`src/rtl/rstctl_pkg.sv`:
```
package rstctl_pkg;
  localparam int unsigned STAT_W   = 16;
  localparam int unsigned LVL_W    = 4;
  localparam int unsigned BIT_TRAP = 15;
  localparam int unsigned BIT_PIN  = 7;
  localparam int unsigned BIT_SWR  = 6;
  localparam int unsigned BIT_WDT  = 4;
  localparam int unsigned BIT_BOR  = 1;
  localparam logic [LVL_W-1:0] HARD_LO = 4'd13;
  localparam logic [LVL_W-1:0] HARD_HI = 4'd15;

  typedef enum logic [1:0] {
    BOR_RUN  = 2'd0,
    BOR_LOW  = 2'd1,
    BOR_WAIT = 2'd2
  } bor_state_e;

  typedef struct packed {
    logic trap;
    logic pin;
    logic swr;
    logic wdt;
    logic bor;
  } cause_evt_t;
endpackage

```
`src/rtl/rstctl_pin_filter.sv`:
```
module rstctl_pin_filter #(
  parameter int unsigned FILT_LEN = 16
) (
  input  logic clk,
  input  logic rst_n,
  input  logic pin_n,
  output logic pin_rst
);
  localparam int unsigned CW = $clog2(FILT_LEN + 1);

  logic [1:0]    sync_q, sync_d;
  logic [CW-1:0] cnt_q, cnt_d;
  logic          rst_q, rst_d;
  logic          low;

  assign low = ~sync_q[1];

  always_comb begin
    sync_d = {sync_q[0], pin_n};
    cnt_d  = cnt_q;
    rst_d  = rst_q;
    if (!low) begin
      cnt_d = '0;
      rst_d = 1'b0;
    end else if (!rst_q) begin
      if (cnt_q == CW'(FILT_LEN - 1)) begin
        rst_d = 1'b1;
        cnt_d = '0;
      end else begin
        cnt_d = cnt_q + 1'b1;
      end
    end
  end

  always_ff @(posedge clk or negedge rst_n) begin
    if (!rst_n) begin
      sync_q <= 2'b11;
      cnt_q  <= '0;
      rst_q  <= 1'b0;
    end else begin
      sync_q <= sync_d;
      cnt_q  <= cnt_d;
      rst_q  <= rst_d;
    end
  end

  assign pin_rst = rst_q;

  // the reset can only begin while the synchronized pin is low
  a_r1_rise_needs_low: assert property (@(posedge clk) disable iff (!rst_n)
    $rose(rst_q) |-> $past(low));
  // a high synchronized pin releases the reset at the next edge
  a_r2_release: assert property (@(posedge clk) disable iff (!rst_n)
    !low |=> !rst_q);
endmodule

```
`src/rtl/rstctl_bor_seq.sv`:
```
module rstctl_bor_seq
  import rstctl_pkg::*;
#(
  parameter int unsigned BOR_DLY  = 64,
  parameter int unsigned PWRT_DLY = 256
) (
  input  logic clk,
  input  logic rst_n,
  input  logic bor_low,
  output logic bor_rst
);
  localparam int unsigned TOT = BOR_DLY + PWRT_DLY;
  localparam int unsigned CW  = $clog2(TOT + 1);

  bor_state_e    state_q, state_d;
  logic [CW-1:0] cnt_q, cnt_d;

  always_comb begin
    state_d = state_q;
    cnt_d   = cnt_q;
    unique case (state_q)
      BOR_RUN: begin
        if (bor_low) state_d = BOR_LOW;
      end
      BOR_LOW: begin
        if (!bor_low) begin
          state_d = BOR_WAIT;
          cnt_d   = '0;
        end
      end
      BOR_WAIT: begin
        if (bor_low) begin
          state_d = BOR_LOW;
          cnt_d   = '0;
        end else if (cnt_q == CW'(TOT - 1)) begin
          state_d = BOR_RUN;
          cnt_d   = '0;
        end else begin
          cnt_d = cnt_q + 1'b1;
        end
      end
      default: begin
        state_d = BOR_LOW;
        cnt_d   = '0;
      end
    endcase
  end

  always_ff @(posedge clk or negedge rst_n) begin
    if (!rst_n) begin
      state_q <= BOR_WAIT;
      cnt_q   <= '0;
    end else begin
      state_q <= state_d;
      cnt_q   <= cnt_d;
    end
  end

  assign bor_rst = (state_q != BOR_RUN);

  // any dip forces the hold state at the next edge
  a_r8_dip_restarts: assert property (@(posedge clk) disable iff (!rst_n)
    bor_low |=> (state_q == BOR_LOW));
  // the delay does not end before the count completes
  a_r7_no_early_exit: assert property (@(posedge clk) disable iff (!rst_n)
    (state_q == BOR_WAIT && !bor_low && cnt_q < CW'(TOT - 1)) |=> (state_q == BOR_WAIT));
endmodule

```
`src/rtl/rstctl_trap_chk.sv`:
```
module rstctl_trap_chk
  import rstctl_pkg::*;
(
  input  logic             clk,
  input  logic             rst_n,
  input  logic             req_vld,
  input  logic [LVL_W-1:0] req_lvl,
  input  logic [LVL_W-1:0] act_lvl,
  output logic             conflict,
  output logic             trap_rst
);
  logic req_hard, act_hard;
  logic rst_q;

  assign req_hard = (req_lvl >= HARD_LO) && (req_lvl <= HARD_HI);
  assign act_hard = (act_lvl >= HARD_LO) && (act_lvl <= HARD_HI);
  assign conflict = req_vld && req_hard && act_hard && (req_lvl < act_lvl);

  always_ff @(posedge clk or negedge rst_n) begin
    if (!rst_n) rst_q <= 1'b0;
    else        rst_q <= conflict;
  end

  assign trap_rst = rst_q;

  // a trap reset always follows a lower-level hard request
  a_r6_lower_only: assert property (@(posedge clk) disable iff (!rst_n)
    rst_q |-> ($past(req_vld) && $past(req_lvl) < $past(act_lvl) && $past(req_lvl) >= HARD_LO));
endmodule

```
`src/rtl/rstctl_cause_reg.sv`:
```
module rstctl_cause_reg
  import rstctl_pkg::*;
(
  input  logic              clk,
  input  logic              rst_n,
  input  cause_evt_t        evt,
  input  logic              wr_en,
  input  logic [STAT_W-1:0] wr_data,
  output logic [STAT_W-1:0] status
);
  logic [STAT_W-1:0] set_vec, flags_q, flags_d;

  always_comb begin
    set_vec          = '0;
    set_vec[BIT_TRAP] = evt.trap;
    set_vec[BIT_PIN]  = evt.pin;
    set_vec[BIT_SWR]  = evt.swr;
    set_vec[BIT_WDT]  = evt.wdt;
    set_vec[BIT_BOR]  = evt.bor;
    flags_d = flags_q;
    if (wr_en) flags_d = flags_q & wr_data;
    flags_d = flags_d | set_vec;
  end

  always_ff @(posedge clk or negedge rst_n) begin
    if (!rst_n) flags_q <= '0;
    else        flags_q <= flags_d;
  end

  assign status = flags_q;

  // without a write, no flag falls
  a_r10_sticky: assert property (@(posedge clk) disable iff (!rst_n)
    !wr_en |=> ((status & $past(status)) == $past(status)));
  // a set beats a simultaneous clear
  a_r10_set_wins: assert property (@(posedge clk) disable iff (!rst_n)
    evt.swr |=> status[BIT_SWR]);
endmodule

```
`src/rtl/rstctl_top.sv`:
```
module rstctl_top
  import rstctl_pkg::*;
#(
  parameter int unsigned FILT_LEN = 16,
  parameter int unsigned BOR_DLY  = 64,
  parameter int unsigned PWRT_DLY = 256
) (
  input  logic        clk,
  input  logic        rst_n,
  input  logic        ext_rst_n,
  input  logic        swr_strobe,
  input  logic        wdt_expire,
  input  logic        sleep_mode,
  input  logic        idle_mode,
  input  logic        trap_req_vld,
  input  logic [3:0]  trap_req_lvl,
  input  logic [3:0]  trap_act_lvl,
  input  logic        bor_low,
  input  logic        stat_we,
  input  logic [15:0] stat_wdata,
  output logic        sys_rst,
  output logic        wake_req,
  output logic [15:0] rst_cause
);
  logic       pin_rst, bor_rst, trap_rst, trap_conflict;
  logic       swr_q, wake_q, wake_d;
  logic       dozing, wdt_now;
  cause_evt_t evt;

  rstctl_pin_filter #(.FILT_LEN(FILT_LEN)) u_pin (
    .clk(clk), .rst_n(rst_n), .pin_n(ext_rst_n), .pin_rst(pin_rst)
  );

  rstctl_bor_seq #(.BOR_DLY(BOR_DLY), .PWRT_DLY(PWRT_DLY)) u_bor (
    .clk(clk), .rst_n(rst_n), .bor_low(bor_low), .bor_rst(bor_rst)
  );

  rstctl_trap_chk u_trap (
    .clk(clk), .rst_n(rst_n), .req_vld(trap_req_vld), .req_lvl(trap_req_lvl),
    .act_lvl(trap_act_lvl), .conflict(trap_conflict), .trap_rst(trap_rst)
  );

  assign dozing  = sleep_mode | idle_mode;
  assign wdt_now = wdt_expire & ~dozing;
  assign wake_d  = wdt_expire & dozing;

  always_ff @(posedge clk or negedge rst_n) begin
    if (!rst_n) begin
      swr_q  <= 1'b0;
      wake_q <= 1'b0;
    end else begin
      swr_q  <= swr_strobe;
      wake_q <= wake_d;
    end
  end

  always_comb begin
    evt.trap = trap_conflict;
    evt.pin  = pin_rst;
    evt.swr  = swr_strobe;
    evt.wdt  = wdt_now;
    evt.bor  = bor_low;
  end

  rstctl_cause_reg u_cause (
    .clk(clk), .rst_n(rst_n), .evt(evt), .wr_en(stat_we),
    .wr_data(stat_wdata), .status(rst_cause)
  );

  assign sys_rst  = pin_rst | swr_q | trap_rst | bor_rst | wdt_now;
  assign wake_req = wake_q;

  // software strobe resets in the following cycle
  a_r3_swr_reset: assert property (@(posedge clk) disable iff (!rst_n)
    swr_strobe |=> sys_rst);
  // awake watchdog expiry resets in the same cycle
  a_r4_wdt_immediate: assert property (@(posedge clk) disable iff (!rst_n)
    (wdt_expire && !sleep_mode && !idle_mode) |-> sys_rst);
  // watchdog expiry while dozing wakes instead
  a_r5_wake: assert property (@(posedge clk) disable iff (!rst_n)
    (wdt_expire && (sleep_mode || idle_mode)) |=> wake_req);
  // wake pulse only follows an expiry
  a_r5_wake_cause: assert property (@(posedge clk) disable iff (!rst_n)
    wake_req |-> $past(wdt_expire));
  // supply low holds the reset
  a_r7_bor_hold: assert property (@(posedge clk) disable iff (!rst_n)
    bor_low |=> sys_rst);
endmodule

```
`config.mk`:
```
export PLATFORM = sky130hd
export DESIGN_NAME = rstctl_top
export DESIGN_NICKNAME = d
export VERILOG_FILES = /design/src/rtl/rstctl_pkg.sv /design/src/rtl/rstctl_pin_filter.sv /design/src/rtl/rstctl_bor_seq.sv /design/src/rtl/rstctl_trap_chk.sv /design/src/rtl/rstctl_cause_reg.sv /design/src/rtl/rstctl_top.sv
export SDC_FILE = /design/constraint.sdc
export NUM_CORES = 1
export LEC_CHECK = 0
export ABC_CLOCK_PERIOD_IN_PS = 1500
export BUFFER_PORTS_ARGS = -buffer_cell sky130_fd_sc_hd__buf_2
export CAP_MARGIN = 20
export CORE_ASPECT_RATIO = 1.75
export CORE_UTILIZATION = 38
export CTS_CLUSTER_SIZE = 16
export DETAILED_ROUTE_END_ITERATION = 10
export GPL_TIMING_DRIVEN = 0
export PLACE_DENSITY = 0.75
export SYNTH_ARGS = -nofsm -noshare
export SYNTH_HDL_FRONTEND = slang
export SYNTH_SLANG_ARGS = --single-unit
```
`constraint.sdc`:
```
create_clock -name clk -period 1.5 [get_ports clk]
set_clock_uncertainty 0.15 [all_clocks]
set_input_delay 0.15 -clock clk [delete_from_list [all_inputs] [get_ports clk]]
set_output_delay 0.15 -clock clk [all_outputs]
set_load 0.05 [all_outputs]
```
# After elaboration in Yosys (flattened, before gate mapping)
# Index checks and enable logic that the tools add are counted.
classes:
  addsub: 2
  multipliers: 0
  div_mod_pow: 0
  n_lt_le_gt_ge: 5
  n_eq_ne: 8
  shifts: 0
  n_mux: 16
  n_bitwise: 11
  n_reduce_logical: 9
ops:
  columns: ["cell", "n"]
  rows:
  - ["9-bit 2-to-1 mux", 3]
  - ["9-bit one-hot mux with 3 select lines", 1]
  - ["16-bit AND", 1]
  - ["16-bit 2-to-1 mux", 1]
  - ["16-bit bitwise OR", 1]
  - ["5-bit 2-to-1 mux", 3]
  - ["9-bit by 1-bit adder with 9-bit output, second input constant", 1]
  - ["9-bit == test, second input constant", 1]
  - ["4-bit >= comparator, second input constant", 2]
  - ["4-bit <= comparator, second input constant", 2]
  - ["2-bit 2-to-1 mux", 4]
  - ["2-bit one-hot mux with 3 select lines", 1]
  - ["5-bit by 1-bit adder with 5-bit output, second input constant", 1]
  - ["5-bit by 4-bit == test with 1-bit output, second input constant", 1]
  - ["1-bit logical AND", 5]
  - ["1-bit bitwise OR", 5]
  - ["4-bit less-than comparator", 1]
  - ["2-bit != test, second input constant", 2]
  - ["1-bit 2-to-1 mux", 3]
  - ["3-bit by 2-bit != test with 1-bit output, second input constant", 1]
  - ["3-bit AND reduction", 1]
  - ["1-bit AND", 2]
  - ["2-bit by 1-bit == test with 1-bit output, second input constant", 1]
  - ["2-bit == test, second input constant", 1]
  - ["5 further kinds", 6]
totals:
  ff_bits: 38
  latch_bits: 0
  ram_bits: 0
  rom_bits: 0
  inputBits: 34
  out_inout_bits: 18
  mem_count: 0

# Longest topological paths before layout
# Gate-level depths: netlist of run 1.
logic_depth:
  word_depth: 6
  ltp_mapped: 5

# Cells and area by module
# Synthesis of run 1 repeated with hierarchy kept, for this count alone.
hier_totals:
  cells_unflattened: 162
  hier_area_um2: 1806.7
modules_own_cells:
  columns: ["mod", "instances", "cells_per_inst", "area_per_inst_um2", "seq_area_each_um2"]
  rows:
  - ["rstctl_cause_reg", 1, 49, 641.9, 400.4]
  - ["rstctl_bor_seq", 1, 67, 621.8, 276.5]
  - ["rstctl_pin_filter", 1, 25, 329.1, 202.7]
  - ["rstctl_trap_chk", 1, 15, 131.4, 25.0]
  - ["rstctl_top", 1, 6, 82.6, 50.0]

# Least setup slack after synthesis of run 1
# OpenSTA, ideal clock, no wires.
synth_timing:
  path_kind: "flip-flop to output port"
  start: "reg u_bor.state_q[1]"
  end: "out sys_rst"
  arrival_time_ns: 1.124
  setup_slack_ns: 0.076
  stages_incl_launch_ff: 4
  path_buffers: 1
  path_cell_list: "dfstp_2 -> buf_2 -> nor3_1 -> nand3_1"
synth_via:
  elab_chain_cells: 3
synth_rtl:
  columns: ["item", "line_no", "text"]
  rows:
  - ["start, declared", "rstctl_bor_seq.sv:15", "bor_state_e state_q, state_d;"]
  - ["start signal, assigned", "rstctl_bor_seq.sv:54", "state_q <= state_d;"]
  - ["2-bit nonzero test", "rstctl_bor_seq.sv:59", "assign bor_rst = (state_q != BOR_RUN);"]
  - ["1-bit bitwise OR (2 in series)", "rstctl_top.sv:70", "assign sys_rst = pin_rst | swr_q | trap_rst | bor_rst | wdt_now;"]
  - ["end, declared", "rstctl_top.sv:21", "output logic sys_rst,"]
# Every way passes these cells.

# Worst setup path after layout of run 1
layout_timing:
  start: "in wdt_expire"
  end: "reg wake_q, in the netlist wake_req"
layout_via:
  elab_chain_cells: 1
layout_rtl:
  columns: ["item", "line_no", "text"]
  rows:
  - ["start, declared", "rstctl_top.sv:12", "input logic wdt_expire,"]
  - ["1-bit AND", "rstctl_top.sv:45", "assign wake_d = wdt_expire & dozing;"]
  - ["net wake_d", "rstctl_top.sv:26", "logic swr_q, wake_q, wake_d;"]
  - ["end signal, assigned", "rstctl_top.sv:53", "wake_q <= wake_d;"]
  - ["end, declared", "rstctl_top.sv:26", null]
# The timed path passes the listed nets, and every way through them passes these cells.
# A chain may end at the register's enable or synchronous reset.

==> results.toml, run 1 <==
[clock_tree]
cts-htree-levels = 2
cts_buffer_depth = 2
cts_sinks = 38
clk_pin_slew_ns = 0.07
numCtsBuffers = 5
clock-root-buffer = "clkbuf_8"
tritoncts = "built"
clock_latency_ns = 0.29

[sta]
setup_violations = 0
fin_crit_sh_pct = 98.5
timing.slew.headroom_pct = 45.7
rsz0062_at_grt = "yes"
max_freq_mhz = 677
worst_slew_pin_slew_ns = 0.814
slew_viol_final = 0
hold_viol = 0
fin_crit_ns = 1.48
setup_slack_ns = 0.0232

[hold_path]
holdPathStages = 4
hold_path.startpoint = "sleep_mode"
worstHoldEndpoint = "u_cause.status[4]"
min_path_type = "input port to register"

[routing]
dr.pass1.iters = 4
post_drt_wl_per_cell_um = 13.9
drt-initial-drc-count = 7
drc = 0
drt-total-wl_um = 3900
ant_nets = 0
viasPerCell = 4.91
via_count = 1379

[worst_setup_path]
reg2reg_depth = 5
r2r-end = "u_bor.cnt_q[3]"
setup.worst_path.start_class = "input port"
required_ns = 1.53
path_cells = "dlygate4sd3_1 -> buf_2 -> nor2b_1 -> dlygate4sd3_1"
cpMaxStageDelayCell = "dlygate4sd3_1"
cp.arrival_ns = 1.50
endpoint_kind = "register"
critPathKind = "input port to register"
r2r_setup_slack_ns = 0.03
path_max_fanout = 2
r2r_start = "u_bor.cnt_q[1]"
crit_path_max_incr_delay_ns = 0.56
cp_common_cell = "dlygate4sd3_1"
cp-startpoint = "wdt_expire"

[floorplan]
ios = 52
rows = 31
die_h_um = 88.9
coreArea_sq_um = 4150
die_area_sq_um = 4590
die_w_um = 51.7
initial_utilization_pct = 39.5

[placed_design]
gp_congestion = 0.824
place_ws_ns = -0.0644
port_buffers = 51
dp_hpwl_um = 2440
dp.cells = 244

[finish]
fin_nets = 270
n_antenna_cell = 0
fin_util_pct = 57.8
instances_no_fill = 281
drive_gt1_share_pct = 35.8
syn_to_final_growth_pct = 46.2
fill_cells = 318

[global_routing]
grt_max_degree = 39
antenna_found_initial = 0
grt_pass1_vias = 1383
grt_pass1_wl_um = 6310
overflow = 0
grt_use_total_pct = 19.4

[yosys]
avgSynthCellArea_sq_um = 11.4
ys_seq_area_share_pct = 58.2
syn_inst = 144
syn_area_sq_um = 1640
yosysTopAreaCell = "dfrtp_1"
synth-seq-cells = 38
synth_top_area_share_pct = 53.4
ys_warn_count = 0
yosys-top-cells-area = "dfrtp_1 (53%), o21a_1 (5.0%), o21ai_0 (4.9%)"
synth.net_count = 183
yosysUniqueCellTypes = 34

[power_and_ir_drop]
p_leak_nw = 1.20
ir_worst_vdd_uv = 692
power.density_nw_per_um2 = 932
p_total_w = 0.00223

[run_status]
status = "complete, no violations"

[run]
cap_violations = 0
kinds of logic after synthesis:
logic type / count (synthesis) / share of synthesized area [%]
AND/OR/NAND/NOR: 44 / 15.2
AO/OA/AOI/OAI: 39 / 16.1
flip-flops: 38 / 58.2
buffers and inverters: 10 / 2.44
XOR/XNOR: 8 / 4.27
adder cells (fa/ha/maj): 5 / 3.81
layout by cell type (no fill, tap or decap), types with 3 or more instances in the layout:
cell,instances
ha_1,4
nor2b_1,3
buf_4,7
nor2_1,11
o211ai_1,3
nand2b_1,4
xor2_1,7
dfstp_2,3
dlygate4sd3_1,23
o21a_1,11
inv_1,8
clkbuf_8,5
nor2_2,3
nand3_1,3
o21ai_0,14
nand2_1,7
dfrtp_1,34
buf_2,50
cell type report:
cell class	instances	area [sq um]	share of cell area [%]
Buffer	1	5.00	0.209
Clock buffer	7	76.3	3.18
Clock inverter	1	30.0	1.25
Inverter	8	30.0	1.25
Multi-Input combinational cell	96	688	28.7
Sequential cell	38	956	39.9
Tap cell	49	61.3	2.56
Timing Repair Buffer	81	552	23.0
state kept, by name, indices dropped and copies added (netlist names):
name             cells
u_pin.sync_q         2
u_bor.state_q        2
wake_req             1
u_bor.cnt_q          9
swr_q                1
u_cause.status      16
u_trap.trap_rst      1
u_pin.pin_rst        1
u_pin.cnt_q          5
cell usage after synthesis, drive strengths merged:
library cell / n
a21o: 1
a21oi: 2
a311oi: 1
a41oi: 1
and2: 1
and3: 2
and4: 1
buf: 2
dfrtp: 35
dfstp: 3
ha: 5
inv: 8
nand2: 8
nand2b: 4
nand3: 5
nand4: 1
nand4b: 1
nor2: 14
nor2b: 4
nor3: 1
nor4: 1
o2111ai: 2
o211ai: 3
o21a: 11
o21ai: 16
o22ai: 1
o41ai: 1
or2b: 1
xnor2: 1
xor2: 7
metrics by stage:
step,hold WS (ns),cell area [sq um],setup TNS (ns)
2_1_floorplan,-0.296,1640,0
3_3_place_gp,0.105,1960,-0.215
3_5_place_dp,0.106,1960,-0.375
4_1_cts,0.00441,2350,-0.00304
5_1_grt,0.0428,2400,-0.0178
6_report,0.0155,2400,0
worst max-delay path: cells and delay by family:
kind          cells  cell delay (ns)
buf+inv           3             1.23
simple gates      1             0.12
per-layer routing:
layer  track usage [%]  vias up  wire length [um]
li1                  -      676                 -
met1              20.1      664              1400
met2              34.1       30              2260
met3              4.59        9               120
met4              12.5        0               122
met5                 0        -                 0
where the power goes:
part	internal (W)	switching, W
registers	0.00106	0.0000237
logic	0.000141	0.000169
clock network	0.000497	0.000344
total	0.00170	0.000537
how the worst max path moves through the flow:
stage	endpoint	slack [ns]	depth (start not counted)
after floorplan	sys_rst	0.08	3
after detailed placement	u_bor.cnt_q[4]	-0.06	5
after global placement	u_bor.cnt_q[7]	-0.04	5
after CTS	sys_rst	-0.003	4
final	wake_req	0.02	4
after global routing	u_cause.status[15]	-0.009	5
what timing repair did:
action                                 4_1_cts  5_1_grt
resized for setup                            7       12
endpoints found under the hold margin       56        0
buffers inserted                             3        4
hold buffers                                24        0
setup endpoints to repair                    9       13
pin swaps                                    3        9
(Power assumes the default switching activity.)
==> inputs of run 2 (changes only) <==
- RECOVER_POWER: unset -> 50
==> run 2 against run 1 <==
  * Sequential power barely moved
  * Worst setup slack improved by 0.0023 ns
  * Maximum frequency rose by 0.16%
  * Sequential cell count did not move
  * Non-clock buffer count did not move
  * Die area did not move
  * Wire length rose by 0.98%
  * First-iteration DRC count rose by 100%
  * Critical endpoint unchanged
==> results.toml, run 2 (same netlist as run 1, synthesis figures left out) <==
[run_status]
status = "complete, no violations"

[worst_setup_path]
crit_path_max_incr_delay_ns = 0.56
cpLargestDelayFamily = "buffers and inverters"
required_ns = 1.53
cp-startpoint = "wdt_expire"
critPathBufInv = 3
path_max_fanout = 2
endpoint_kind = "register"
cpMaxStageDelayCell = "dlygate4sd3_1"
critPathKind = "input port to register"
r2r_start = "u_bor.cnt_q[1]"
cp.arrival_ns = 1.50
cp_common_cell = "dlygate4sd3_1"
path_cells = "dlygate4sd3_1 -> buf_2 -> nor2b_1 -> dlygate4sd3_1"
setup.worst_path.start_class = "input port"

[run]
cap_violations = 0

[floorplan]
initial_utilization_pct = 39.5
ios = 52
rows = 31
die_w_um = 51.7
coreArea_sq_um = 4150
die_h_um = 88.9
die_area_sq_um = 4590

[power_and_ir_drop]
ir_worst_vdd_uv = 695
p_total_w = 0.00224
p_leak_nw = 1.18
power.density_nw_per_um2 = 933

[global_routing]
grt_use_total_pct = 19.4
grt_pass1_wl_um = 6310
grt_pass1_vias = 1383
overflow = 0
antenna_found_initial = 0
grt_max_degree = 39

[sta]
tns_ns = 0
rsz0062_at_grt = "yes"
slew_viol_final = 0
fin_crit_ns = 1.47
worst_slew_pin_slew_ns = 0.819
fin_crit_sh_pct = 98.3
hold_viol = 0
timing.slew.headroom_pct = 45.4
setup_violations = 0
max_freq_mhz = 678

[finish]
syn_to_final_growth_pct = 46.1
fin_nets = 270
final_common_cell = "dfrtp_1"
instances_no_fill = 281
largest_reg_flops = 16
fin_util_pct = 57.8
drive_gt1_share_pct = 35.3
final_cell_mix = "dfrtp_1 (34), buf_2 (31), dlygate4sd3_1 (23)"
n_antenna_cell = 0
fill_cells = 319
final_area_sq_um = 2400

[placed_design]
dp_hpwl_um = 2440
dp.cells = 244
place_area_sq_um = 1960
gp_congestion = 0.824
port_buffers = 51

[routing]
drc = 0
post_drt_wl_per_cell_um = 14.0
dr.pass1.iters = 4
viasPerCell = 4.96
drt-initial-drc-count = 14
drt-total-wl_um = 3930
via_count = 1393
ant_nets = 0

[clock_tree]
tritoncts = "built"
clock_latency_ns = 0.29
numCtsBuffers = 5
cts-htree-levels = 2
clk_pin_slew_ns = 0.07
cts_sinks = 38
clock-root-buffer = "clkbuf_8"
cts_buffer_depth = 2

[hold_path]
min_path_type = "input port to register"
hold_path.startpoint = "sleep_mode"
-- run 2: stage by stage --
step / hold slack, ns / setup WS [ns]
6_report: 0.0124 / 0.0256
5_1_grt: 0.0428 / -0.00937
4_1_cts: 0.00441 / -0.00304
3_5_place_dp: 0.106 / -0.0644
3_3_place_gp: 0.105 / -0.0410
2_1_floorplan: -0.296 / 0.0763
-- run 2: final timing paths --
kind                       slack, ns           endpoint  cells after the start
max reg2reg                     0.03     u_bor.cnt_q[3]                      5
max                             0.03           wake_req                      4
min                             0.01  u_cause.status[4]                      4
min reg2reg                     0.21    u_pin.sync_q[1]                      0
max in group asynchronous       0.29      u_pin.pin_rst                      2
min in group asynchronous       0.34  u_cause.status[0]                      2
-- run 2: layout make-up --
class,instances,area [sq um],share of cell area [%]
Tap cell,49,61.3,2.56
Clock inverter,1,30.0,1.25
Sequential cell,38,956,39.9
Buffer,1,5.00,0.209
Timing Repair Buffer,81,551,23.0
Clock buffer,7,76.3,3.18
Multi-Input combinational cell,96,688,28.7
Inverter,8,30.0,1.25
-- run 2: tightest hold or removal path, stage by stage --
cell     delay [ns]
buf_2          0.08
nor2_1         0.05
nand2_2        0.08
nand2_1        0.05
-- run 2: timing repair --
action / CTS / global route
hold endpoints to repair: 56 / 0
endpoints found under the setup margin: 9 / 13
hold buffers: 24 / 0
resized for setup: 7 / 12
pin swaps: 3 / 9
buffers inserted: 3 / 4
-- run 2: report_power, final --
part / total [W] / internal [W] / switching (W)
clock network: 0.000843 / 0.000497 / 0.000346
registers: 0.00108 / 0.00106 / 0.0000239
logic: 0.000311 / 0.000141 / 0.000170
-- run 2: metal layers --
layer	vias up	global-route usage (%)	share of wire, %
met2	36	34.1	58
met5	-	0	0
met3	7	4.59	3.3
met1	671	20.1	36
met4	0	12.5	2.7
li1	679	-	-
